===== config.mk =====
export PLATFORM = sky130hd
export DESIGN_NAME = aer_err_log
export DESIGN_NICKNAME = d
export VERILOG_FILES = /design/src/rtl/aer_pkg.sv /design/src/rtl/aer_stat_reg.sv /design/src/rtl/aer_report.sv /design/src/rtl/aer_hdr_log.sv /design/src/rtl/aer_err_log.sv
export SDC_FILE = /design/constraint.sdc
export NUM_CORES = 1
export LEC_CHECK = 0
export BUFFER_PORTS_ARGS = -buffer_cell sky130_fd_sc_hd__buf_4
export CAP_MARGIN = 20
export CORE_MARGIN = 10
export CORE_UTILIZATION = 30
export CTS_CLUSTER_DIAMETER = 40
export CTS_CLUSTER_SIZE = 10
export DETAILED_ROUTE_END_ITERATION = 10
export PLACE_DENSITY = 0.65
export SYNTH_ARGS = -nofsm -noshare
export SYNTH_HDL_FRONTEND = slang
export SYNTH_SLANG_ARGS = --single-unit

===== constraint.sdc =====
create_clock -name clk -period 2.1 [get_ports clk]
set_clock_uncertainty 0.05 [all_clocks]
set_input_delay 0.21 -clock clk [delete_from_list [all_inputs] [get_ports clk]]
set_output_delay 0.21 -clock clk [all_outputs]
set_load 0.03 [all_outputs]

===== src/rtl/aer_pkg.sv =====
package aer_pkg;
  localparam int STAT_W = 32;

  // correctable status positions
  localparam int C_RXERR   = 0;
  localparam int C_BADTLP  = 6;
  localparam int C_BADDLLP = 7;
  localparam int C_RPLYROL = 8;
  localparam int C_RPLYTMO = 12;
  localparam int C_ADVNF   = 13;
  localparam int C_INTERR  = 14;

  // uncorrectable status positions
  localparam int U_DLPE    = 4;
  localparam int U_POISON  = 12;
  localparam int U_FCPE    = 13;
  localparam int U_CPLTO   = 14;
  localparam int U_CPLABT  = 15;
  localparam int U_UNXCPL  = 16;
  localparam int U_RXOVF   = 17;
  localparam int U_MALF    = 18;
  localparam int U_ECRC    = 19;
  localparam int U_UNSUP   = 20;
  localparam int U_INTERR  = 22;
  localparam int U_ATOMBLK = 24;

  localparam logic [STAT_W-1:0] CORR_IMPL =
      (STAT_W'(1) << C_RXERR)   | (STAT_W'(1) << C_BADTLP) |
      (STAT_W'(1) << C_BADDLLP) | (STAT_W'(1) << C_RPLYROL) |
      (STAT_W'(1) << C_RPLYTMO) | (STAT_W'(1) << C_ADVNF) |
      (STAT_W'(1) << C_INTERR);

  localparam logic [STAT_W-1:0] UNC_IMPL =
      (STAT_W'(1) << U_DLPE)   | (STAT_W'(1) << U_POISON) |
      (STAT_W'(1) << U_FCPE)   | (STAT_W'(1) << U_CPLTO) |
      (STAT_W'(1) << U_CPLABT) | (STAT_W'(1) << U_UNXCPL) |
      (STAT_W'(1) << U_RXOVF)  | (STAT_W'(1) << U_MALF) |
      (STAT_W'(1) << U_ECRC)   | (STAT_W'(1) << U_UNSUP) |
      (STAT_W'(1) << U_INTERR) | (STAT_W'(1) << U_ATOMBLK);

  // read select codes
  localparam logic [2:0] SEL_CORR = 3'd0;
  localparam logic [2:0] SEL_UNC  = 3'd1;
endpackage


===== src/rtl/aer_stat_reg.sv =====
module aer_stat_reg #(
  parameter int W = 32,
  parameter logic [W-1:0] IMPL = '1
) (
  input  logic         clk,
  input  logic         rst,
  input  logic [W-1:0] evt,
  input  logic         clr,
  output logic [W-1:0] stat_q,
  output logic [W-1:0] new_bits
);
  logic [W-1:0] evt_m;

  assign evt_m    = evt & IMPL;
  assign new_bits = evt_m & ~stat_q;

  always_ff @(posedge clk) begin
    if (rst) stat_q <= '0;
    else     stat_q <= (clr ? '0 : stat_q) | evt_m;
  end


  undef_zero_chk: assert property (@(posedge clk) disable iff (rst)
    (stat_q & ~IMPL) == '0);


  sticky_hold_chk: assert property (@(posedge clk) disable iff (rst)
    !clr |=> ((stat_q & $past(stat_q)) == $past(stat_q)));


  clr_keep_evt_chk: assert property (@(posedge clk) disable iff (rst)
    clr |=> (stat_q == ($past(evt) & IMPL)));
endmodule


===== src/rtl/aer_report.sv =====
module aer_report #(
  parameter int W = 32
) (
  input  logic         clk,
  input  logic         rst,
  input  logic [W-1:0] corr_new,
  input  logic [W-1:0] unc_new,
  input  logic [W-1:0] corr_en,
  input  logic [W-1:0] nonfatal_en,
  input  logic [W-1:0] fatal_en,
  output logic         rpt_corr,
  output logic         rpt_nonfatal,
  output logic         rpt_fatal
);
  logic [W-1:0] fat_bits, nf_bits;

  // fatal routing wins per bit
  assign fat_bits = unc_new & fatal_en;
  assign nf_bits  = unc_new & nonfatal_en & ~fatal_en;

  always_ff @(posedge clk) begin
    if (rst) begin
      rpt_corr     <= 1'b0;
      rpt_nonfatal <= 1'b0;
      rpt_fatal    <= 1'b0;
    end else begin
      rpt_corr     <= |(corr_new & corr_en);
      rpt_nonfatal <= |nf_bits;
      rpt_fatal    <= |fat_bits;
    end
  end


  zero_mask_quiet_chk: assert property (@(posedge clk) disable iff (rst)
    (corr_en == '0) |=> !rpt_corr);


  no_nf_when_only_fatal_chk: assert property (@(posedge clk) disable iff (rst)
    ((unc_new & nonfatal_en & ~fatal_en) == '0) |=> !rpt_nonfatal);
endmodule


===== src/rtl/aer_hdr_log.sv =====
module aer_hdr_log #(
  parameter int DW_W   = 32,
  parameter int HDR_DW = 4
) (
  input  logic                         clk,
  input  logic                         rst,
  input  logic                         hdr_evt,
  input  logic                         clr,
  input  logic [HDR_DW*DW_W-1:0]       hdr_in,
  output logic [HDR_DW-1:0][DW_W-1:0]  log_q,
  output logic                         frozen
);
  logic cap;

  assign cap = hdr_evt && (!frozen || clr);

  genvar g;
  generate
    for (g = 0; g < HDR_DW; g++) begin : g_dw
      always_ff @(posedge clk) begin
        if (rst)      log_q[g] <= '0;
        else if (cap) log_q[g] <= hdr_in[g*DW_W +: DW_W];
      end
    end
  endgenerate

  always_ff @(posedge clk) begin
    if (rst)      frozen <= 1'b0;
    else if (cap) frozen <= 1'b1;
    else if (clr) frozen <= 1'b0;
  end


  frozen_stable_chk: assert property (@(posedge clk) disable iff (rst)
    (frozen && !clr) |=> $stable(log_q));
endmodule


===== src/rtl/aer_err_log.sv =====
module aer_err_log
  import aer_pkg::*;
#(
  parameter int DW_W   = 32,
  parameter int HDR_DW = 4,
  parameter int SEL_W  = 3
) (
  input  logic                   clk,
  input  logic                   rst,
  input  logic [STAT_W-1:0]      corr_evt,
  input  logic [STAT_W-1:0]      unc_evt,
  input  logic                   unc_hdr_vld,
  input  logic [HDR_DW*DW_W-1:0] unc_hdr,
  input  logic [STAT_W-1:0]      corr_en,
  input  logic [STAT_W-1:0]      nonfatal_en,
  input  logic [STAT_W-1:0]      fatal_en,
  input  logic                   rd_en,
  input  logic [SEL_W-1:0]       rd_sel,
  output logic [DW_W-1:0]        rd_data,
  output logic                   rpt_corr,
  output logic                   rpt_nonfatal,
  output logic                   rpt_fatal
);
  localparam int IDX_W = $clog2(HDR_DW);

  logic [STAT_W-1:0] corr_q, unc_q, corr_new, unc_new;
  logic [HDR_DW-1:0][DW_W-1:0] log_q;
  logic clr_corr, clr_unc, hdr_evt, frozen;
  logic [DW_W-1:0] rd_mux;

  assign clr_corr = rd_en && (rd_sel == SEL_W'(SEL_CORR));
  assign clr_unc  = rd_en && (rd_sel == SEL_W'(SEL_UNC));
  assign hdr_evt  = unc_hdr_vld && ((unc_evt & UNC_IMPL) != '0);

  aer_stat_reg #(.W(STAT_W), .IMPL(CORR_IMPL)) u_corr (
    .clk(clk), .rst(rst), .evt(corr_evt), .clr(clr_corr),
    .stat_q(corr_q), .new_bits(corr_new));

  aer_stat_reg #(.W(STAT_W), .IMPL(UNC_IMPL)) u_unc (
    .clk(clk), .rst(rst), .evt(unc_evt), .clr(clr_unc),
    .stat_q(unc_q), .new_bits(unc_new));

  aer_report #(.W(STAT_W)) u_rpt (
    .clk(clk), .rst(rst), .corr_new(corr_new), .unc_new(unc_new),
    .corr_en(corr_en), .nonfatal_en(nonfatal_en), .fatal_en(fatal_en),
    .rpt_corr(rpt_corr), .rpt_nonfatal(rpt_nonfatal), .rpt_fatal(rpt_fatal));

  aer_hdr_log #(.DW_W(DW_W), .HDR_DW(HDR_DW)) u_log (
    .clk(clk), .rst(rst), .hdr_evt(hdr_evt), .clr(clr_unc),
    .hdr_in(unc_hdr), .log_q(log_q), .frozen(frozen));

  always_comb begin
    rd_mux = '0;
    if (rd_sel[SEL_W-1])
      rd_mux = log_q[rd_sel[IDX_W-1:0]];
    else if (rd_sel == SEL_W'(SEL_CORR))
      rd_mux = DW_W'(corr_q);
    else if (rd_sel == SEL_W'(SEL_UNC))
      rd_mux = DW_W'(unc_q);
  end

  always_ff @(posedge clk) begin
    if (rst)        rd_data <= '0;
    else if (rd_en) rd_data <= rd_mux;
  end


  corr_pulse_has_status_chk: assert property (@(posedge clk) disable iff (rst)
    rpt_corr |-> (corr_q != '0));


  fatal_pulse_has_status_chk: assert property (@(posedge clk) disable iff (rst)
    rpt_fatal |-> (unc_q != '0));


  corr_read_value_chk: assert property (@(posedge clk) disable iff (rst)
    (rd_en && rd_sel == SEL_W'(SEL_CORR)) |=> (rd_data == DW_W'($past(corr_q))));


  log_release_chk: assert property (@(posedge clk) disable iff (rst)
    (clr_unc && !hdr_evt) |=> !frozen);
endmodule


After elaboration in Yosys (flattened, before gate mapping). Index checks and enable logic that the tools add are counted. Widths: inputs -> output; s select.

Register bits: 228. Bits of input ports: 295. Logic and storage cells: 45.

Magnitude comparators: 1. Eq/ne operators: 1. Muxes and demuxes: 9. Bitwise gates (word level): 11. Reduce and logical (&&, ||, !) cells: 12.

Operator list (count): $mux 32 (6); $and 32x32->32 (4); $not 32->32 (3); $reduce_or 32->1 (3); $bmux 32 s2 (1); $and 15x32->32 (1); $and 25x32->32 (1); $or 32x15->32 (1); $or 32x25->32 (1); $reduce_bool 32->1 (1); $logic_and 1x1->1 (4); $eq 3x1->1 const B (1); $logic_not 3->1 (1); $lt 2x3->1 const B (1); $mux 1 (2); $reduce_bool 2->1 (1); $logic_not 1->1 (1); $logic_or 1x1->1 (1).

Depth between registers and ports, before layout.
Depth after elaboration: 5. Gate-level depth with buffers: 8. Mapped depth without buffers: 4.

By module. Synthesis repeated with hierarchy kept, for this count alone.

Cell total of the unflattened synthesis: 1078. Area, all modules: 10446.3 µm².

By module, submodules not included: aer_hdr_log (instances 1, cells each 559, area each 5876.9 µm²); aer_err_log (instances 1, cells each 227, area each 2493.6 µm²); aer_stat_reg (u_unc) (instances 1, cells each 103, area each 789.5 µm²); aer_stat_reg (u_corr) (instances 1, cells each 86, area each 650.6 µm²); aer_report (instances 1, cells each 103, area each 635.6 µm²).

Least setup slack after synthesis. Ideal clock, no wire load.

Path kind: input to register. Start: input rd_sel[0]. End: register rd_data[23]. Setup time: 0.128 ns. Arrival time: 1.410 ns. Setup slack: 0.513 ns. Stages: 6. Path through: buf_6 buf_12 buf_6 mux4_1 a22oi_1 nor2_1.

Longest elaborated chain between the ends: 4. Elaborated cells on any way between the ends: 7. Those cells by class: eq/ne: 1; mux: 5; reduce/logical: 1.

RTL lines: start, declared (line aer_err_log.sv:18) `input logic [SEL_W-1:0] rd_sel,`; $eq 3x1->1 (line aer_err_log.sv:58) `else if (rd_sel == SEL_W'(SEL_UNC))`; $mux 32 (line aer_err_log.sv:58); $mux 32 (line aer_err_log.sv:56) `else if (rd_sel == SEL_W'(SEL_CORR))`; $mux 32 (*) (line aer_err_log.sv:54) `if (rd_sel[SEL_W-1])`; end signal, assigned (line aer_err_log.sv:64) `else if (rd_en) rd_data <= rd_mux;`; end, declared (line aer_err_log.sv:19) `output logic [DW_W-1:0] rd_data,`.

Mark *: on every way between the ends. The rest lies on a longest branch, timed or not. The select of a mux whose other input is x is not followed. A chain may end at the register's enable or synchronous reset.

Worst setup path in the final report.
Start: input unc_evt[18]. End: register u_log.log_q[53] (netlist name).

Longest elaborated chain between the ends: 3.

RTL lines: start, declared (line aer_err_log.sv:11) `input logic [STAT_W-1:0] unc_evt,`; $reduce_bool 32->1 (line aer_err_log.sv:33) `assign hdr_evt = unc_hdr_vld && ((unc_evt & UNC_IMPL) != '0);`; $logic_and 1x1->1 (line aer_err_log.sv:33); $logic_and 1x1->1 (line aer_hdr_log.sv:15) `assign cap = hdr_evt && (!frozen || clr);`; end signal, assigned by index (line aer_hdr_log.sv:22) `else if (cap) log_q[g] <= hdr_in[g*DW_W +: DW_W];`; end, declared (line aer_hdr_log.sv:10) `output logic [HDR_DW-1:0][DW_W-1:0] log_q,`.

No other way between the ends.

==> results.md <==
- Relative to the synthesized area, the layout overhead comes to 42.3%.
- The via count of the first global-routing pass is 7679.
- In this run the remaining antenna-violating nets after routing total 0.
- The dominant register cell in the synthesized netlist is dfxtp_1.
- The worst path arrival time is 2.04 ns.
- Routability-driven placement finished with a final weighted congestion of 0.862.
- The total instance count after detailed placement is 1412.
- The maximum level of the CTS H-tree is 4.
- The worst path needs 1.79 ns of the cycle, external delays included.
- The number of distinct standard cells referenced by the synthesized netlist is 33.
- The largest buffer count on any clock path is 2.
- Static timing analysis puts the maximum clock frequency at 0.558 GHz.
- The final cell count without fillers is 1574.
- After global routing the overflow that remains totals 0.
- The flow ran to the end, and the final reports show no timing, DRC or antenna violations.
- The synthesized instance count is 843.
- The library cell with the highest instance count after synthesis is nand2b_1.
- In this run the tool buffered the top-level ports with 219 buffer cells.
- The number of rows created at floorplan is 63.
- For this run, asynchronously set or reset flops after synthesis account for 0.
- The count of flip-flops with a built-in enable after synthesis is 0.
- At the placement stage, the worst setup path has a slack of 0.227 ns.
- The power consumption is 8.45 mW.
- The share of synthesized area in the top cell type comes to 0.410.
- In the final layout, the share of cells above drive strength 1 is 0.268.
- The number of post-CTS setup repair buffers is 0.
- The number of hold violations in the final report is 0.
- The clock-pin slew of the registers on the worst-case setup and hold paths is 0.08 ns.
- Power spread over the standard cell area amounts to 665 nW/um^2.
- The detailed-router iteration count before antenna repair is 4.
- Summing all multi-input logic gate instances after layout gives 4760 sq um.
- The total standard cell area after synthesis is 8930 sq um.
- The number of setup violations in the final report is 0.
- The horizontal extent of the die is 193 microns.
- In the post-synthesis netlist, the biggest area contributors are dfxtp_1 (41%), nand2b_1 (18%), mux2i_1 (14%), mux4_2 (7.1%), buf_12 (2.7%).
- The mean post-synth cell area is 10.6 sq um.
- For this block, the routed nets add up to 26200 microns of wire.
- The final antenna diode count is 0.
- The die area is 37100 sq um.
- The first global-routing pass estimated 40900 microns of wire.
- After synthesis, the most frequently instantiated cells are nand2b_1 (256), dfxtp_1 (183), mux2i_1 (128), nor2_1 (52), clkbuf_1 (38).
- The number of resized instances in the post-cts repair step is 0.
- The area taken by flip-flops and latches is 3660 sq um.
- Entering global routing, the biggest net connects 71 pins.
- Buffers inserted during clock tree synthesis total 17.
- The buffer cell driving the clock tree root is clkbuf_16.
- Of all nets on the critical path, the largest fanout is 47.
- For the pin with the worst max-slew slack, the measured transition is 0.603 ns.
- Buffers inserted to repair hold after CTS numbered 130.
- The number of antenna violations at the first check in global routing is 0.
- The worst setup path is launched from a primary input.
- The static leakage is 5.26 nW.
- In this run, the number of DRC markers left after iteration 0 of detailed routing was 279.
- The global-route total usage across every layer is 0.139.
- The synthesis-stage register bit count is 183.
- Setup repair after global routing left no endpoint under its margin.
- Synthesis produced a netlist with a net count of 1138.
- The total vias in the final route is 7231.
- The clock sink total is 183.
- The worst path meets setup with 0.307 ns of slack.
- At the later pin of the worst-skew pair, clock insertion delay measures 0.44 ns.
- The type of the worst setup path is in -> reg.
- The core region is 29500 sq um.
- The TritonCTS clock tree is done.
- After detailed routing, the number of remaining DRC violations is 0.
- The data required time of the worst path is 2.34 ns.
- The starting utilization of the core area is 0.303.
- The final net count is 1466.
- The maximum resistive drop on vdd is 0.470 mV.
- Detailed placement finished with a half-perimeter wire length of 18500 microns.
- The period utilization is 0.854.
- The vertical die dimension is 193 microns.
- The library cell with the largest summed area after synthesis is dfxtp_1.
- The number of fill cells in the layout is 2780.
- Measured against its own limit, the worst slew margin works out to 0.598.
- The critical path capture point type is a flip-flop.
- The count of final max-slew check failures came to 0.
- Dividing the detail-routed wire length by the instance count gives 16.6 microns.
- The worst min-delay path class is in -> reg.
- During synthesis, Yosys emitted a total of 0 warnings.
- 330 I/O pins were placed.
- Of the synthesized area, sequential elements account for 0.410.
- The reported max-cap violation count is 0.
- The final sum of negative setup slack is 0 ns.
- The via count normalized by instance count is 4.59.
## report_power, final
group | switching (mW) | total [mW] | leakage, nW | internal, mW
clock network | 1.54 | 3.14 | 0.284 | 1.60
registers | 0.129 | 3.83 | 1.51 | 3.70
logic | 0.604 | 1.48 | 3.47 | 0.873
total | 2.27 | 8.45 | 5.26 | 6.17
## worst max-delay path, stage by stage
cell and delay [ns]:
dlygate4sd3_1 0.54, buf_4 0.15, nor4_2 0.29, nand3_1 0.15, and3_4 0.26, buf_12 0.22, mux2i_1 0.17
## flip-flops by register name (all words and copies together) (netlist names)
register,count
u_unc.stat_q,12
u_rpt.rpt_corr,1
u_corr.stat_q,7
u_log.frozen,1
u_rpt.rpt_fatal,1
u_log.log_q,128
u_rpt.rpt_nonfatal,1
rd_data,32
## final timing paths
kind | start | end | slack (ns) | depth (start not counted)
hold reg to reg | u_log.log_q[83] | u_log.log_q[83] | 0.42 | 2
hold / removal | unc_hdr[23] | u_log.log_q[23] | 0.008 | 3
setup / recovery | unc_evt[18] | u_log.log_q[53] | 0.31 | 7
setup reg to reg | u_log.log_q[96] | rd_data[0] | 0.61 | 4
## final cells by class
| type | count | share of cell area |
|---|---|---|
| multi-input cells | 594 | 0.375 |
| flip-flops and latches | 183 | 0.288 |
| repair buffers | 374 | 0.254 |
| well taps | 390 | 0.0384 |
| clock buffers | 18 | 0.0346 |
| clock inverters | 14 | 0.00985 |
| inverters | 1 | 0.000296 |
## cells by family after synthesis
logic type      share of synthesized area
buf+inv                            0.0575
compound gates                     0.0495
mux                                 0.226
flops                               0.410
simple gates                        0.257
## per-layer routing
metal / GRT usage / share of wire / up-vias
met5: 0 / 0 / -
met4: 0.0274 / 0.0069 / 0
met3: 0.0396 / 0.063 / 10
met2: 0.235 / 0.48 / 180
met1: 0.172 / 0.45 / 3467
li1: - / - / 3574
## metrics by stage
| step | utilization | area (sq um) | hold WS [ns] |
|---|---|---|---|
| 6_report | 0.431 | 12700 | 0.00792 |
| 5_1_grt | 0.431 | 12700 | 0.00225 |
| 4_1_cts | 0.431 | 12700 | 0.000154 |
| 3_5_place_dp | 0.368 | 10800 | 0.385 |
| 3_3_place_gp | 0.368 | 10800 | 0.381 |
| 2_1_floorplan | - | 8930 | 0.277 |
## placed cells by master (no fill, tap or decap), drive strengths merged, types with 16 or more instances in the layout
cell / count
dlygate4sd3: 130
dfxtp: 183
nand2b: 256
mux2i: 128
nor2: 52
clkbuf: 18
mux4: 32
a22oi: 16
a21oi: 23
buf: 244
No activity file was read; power rests on OpenSTA's default activity.
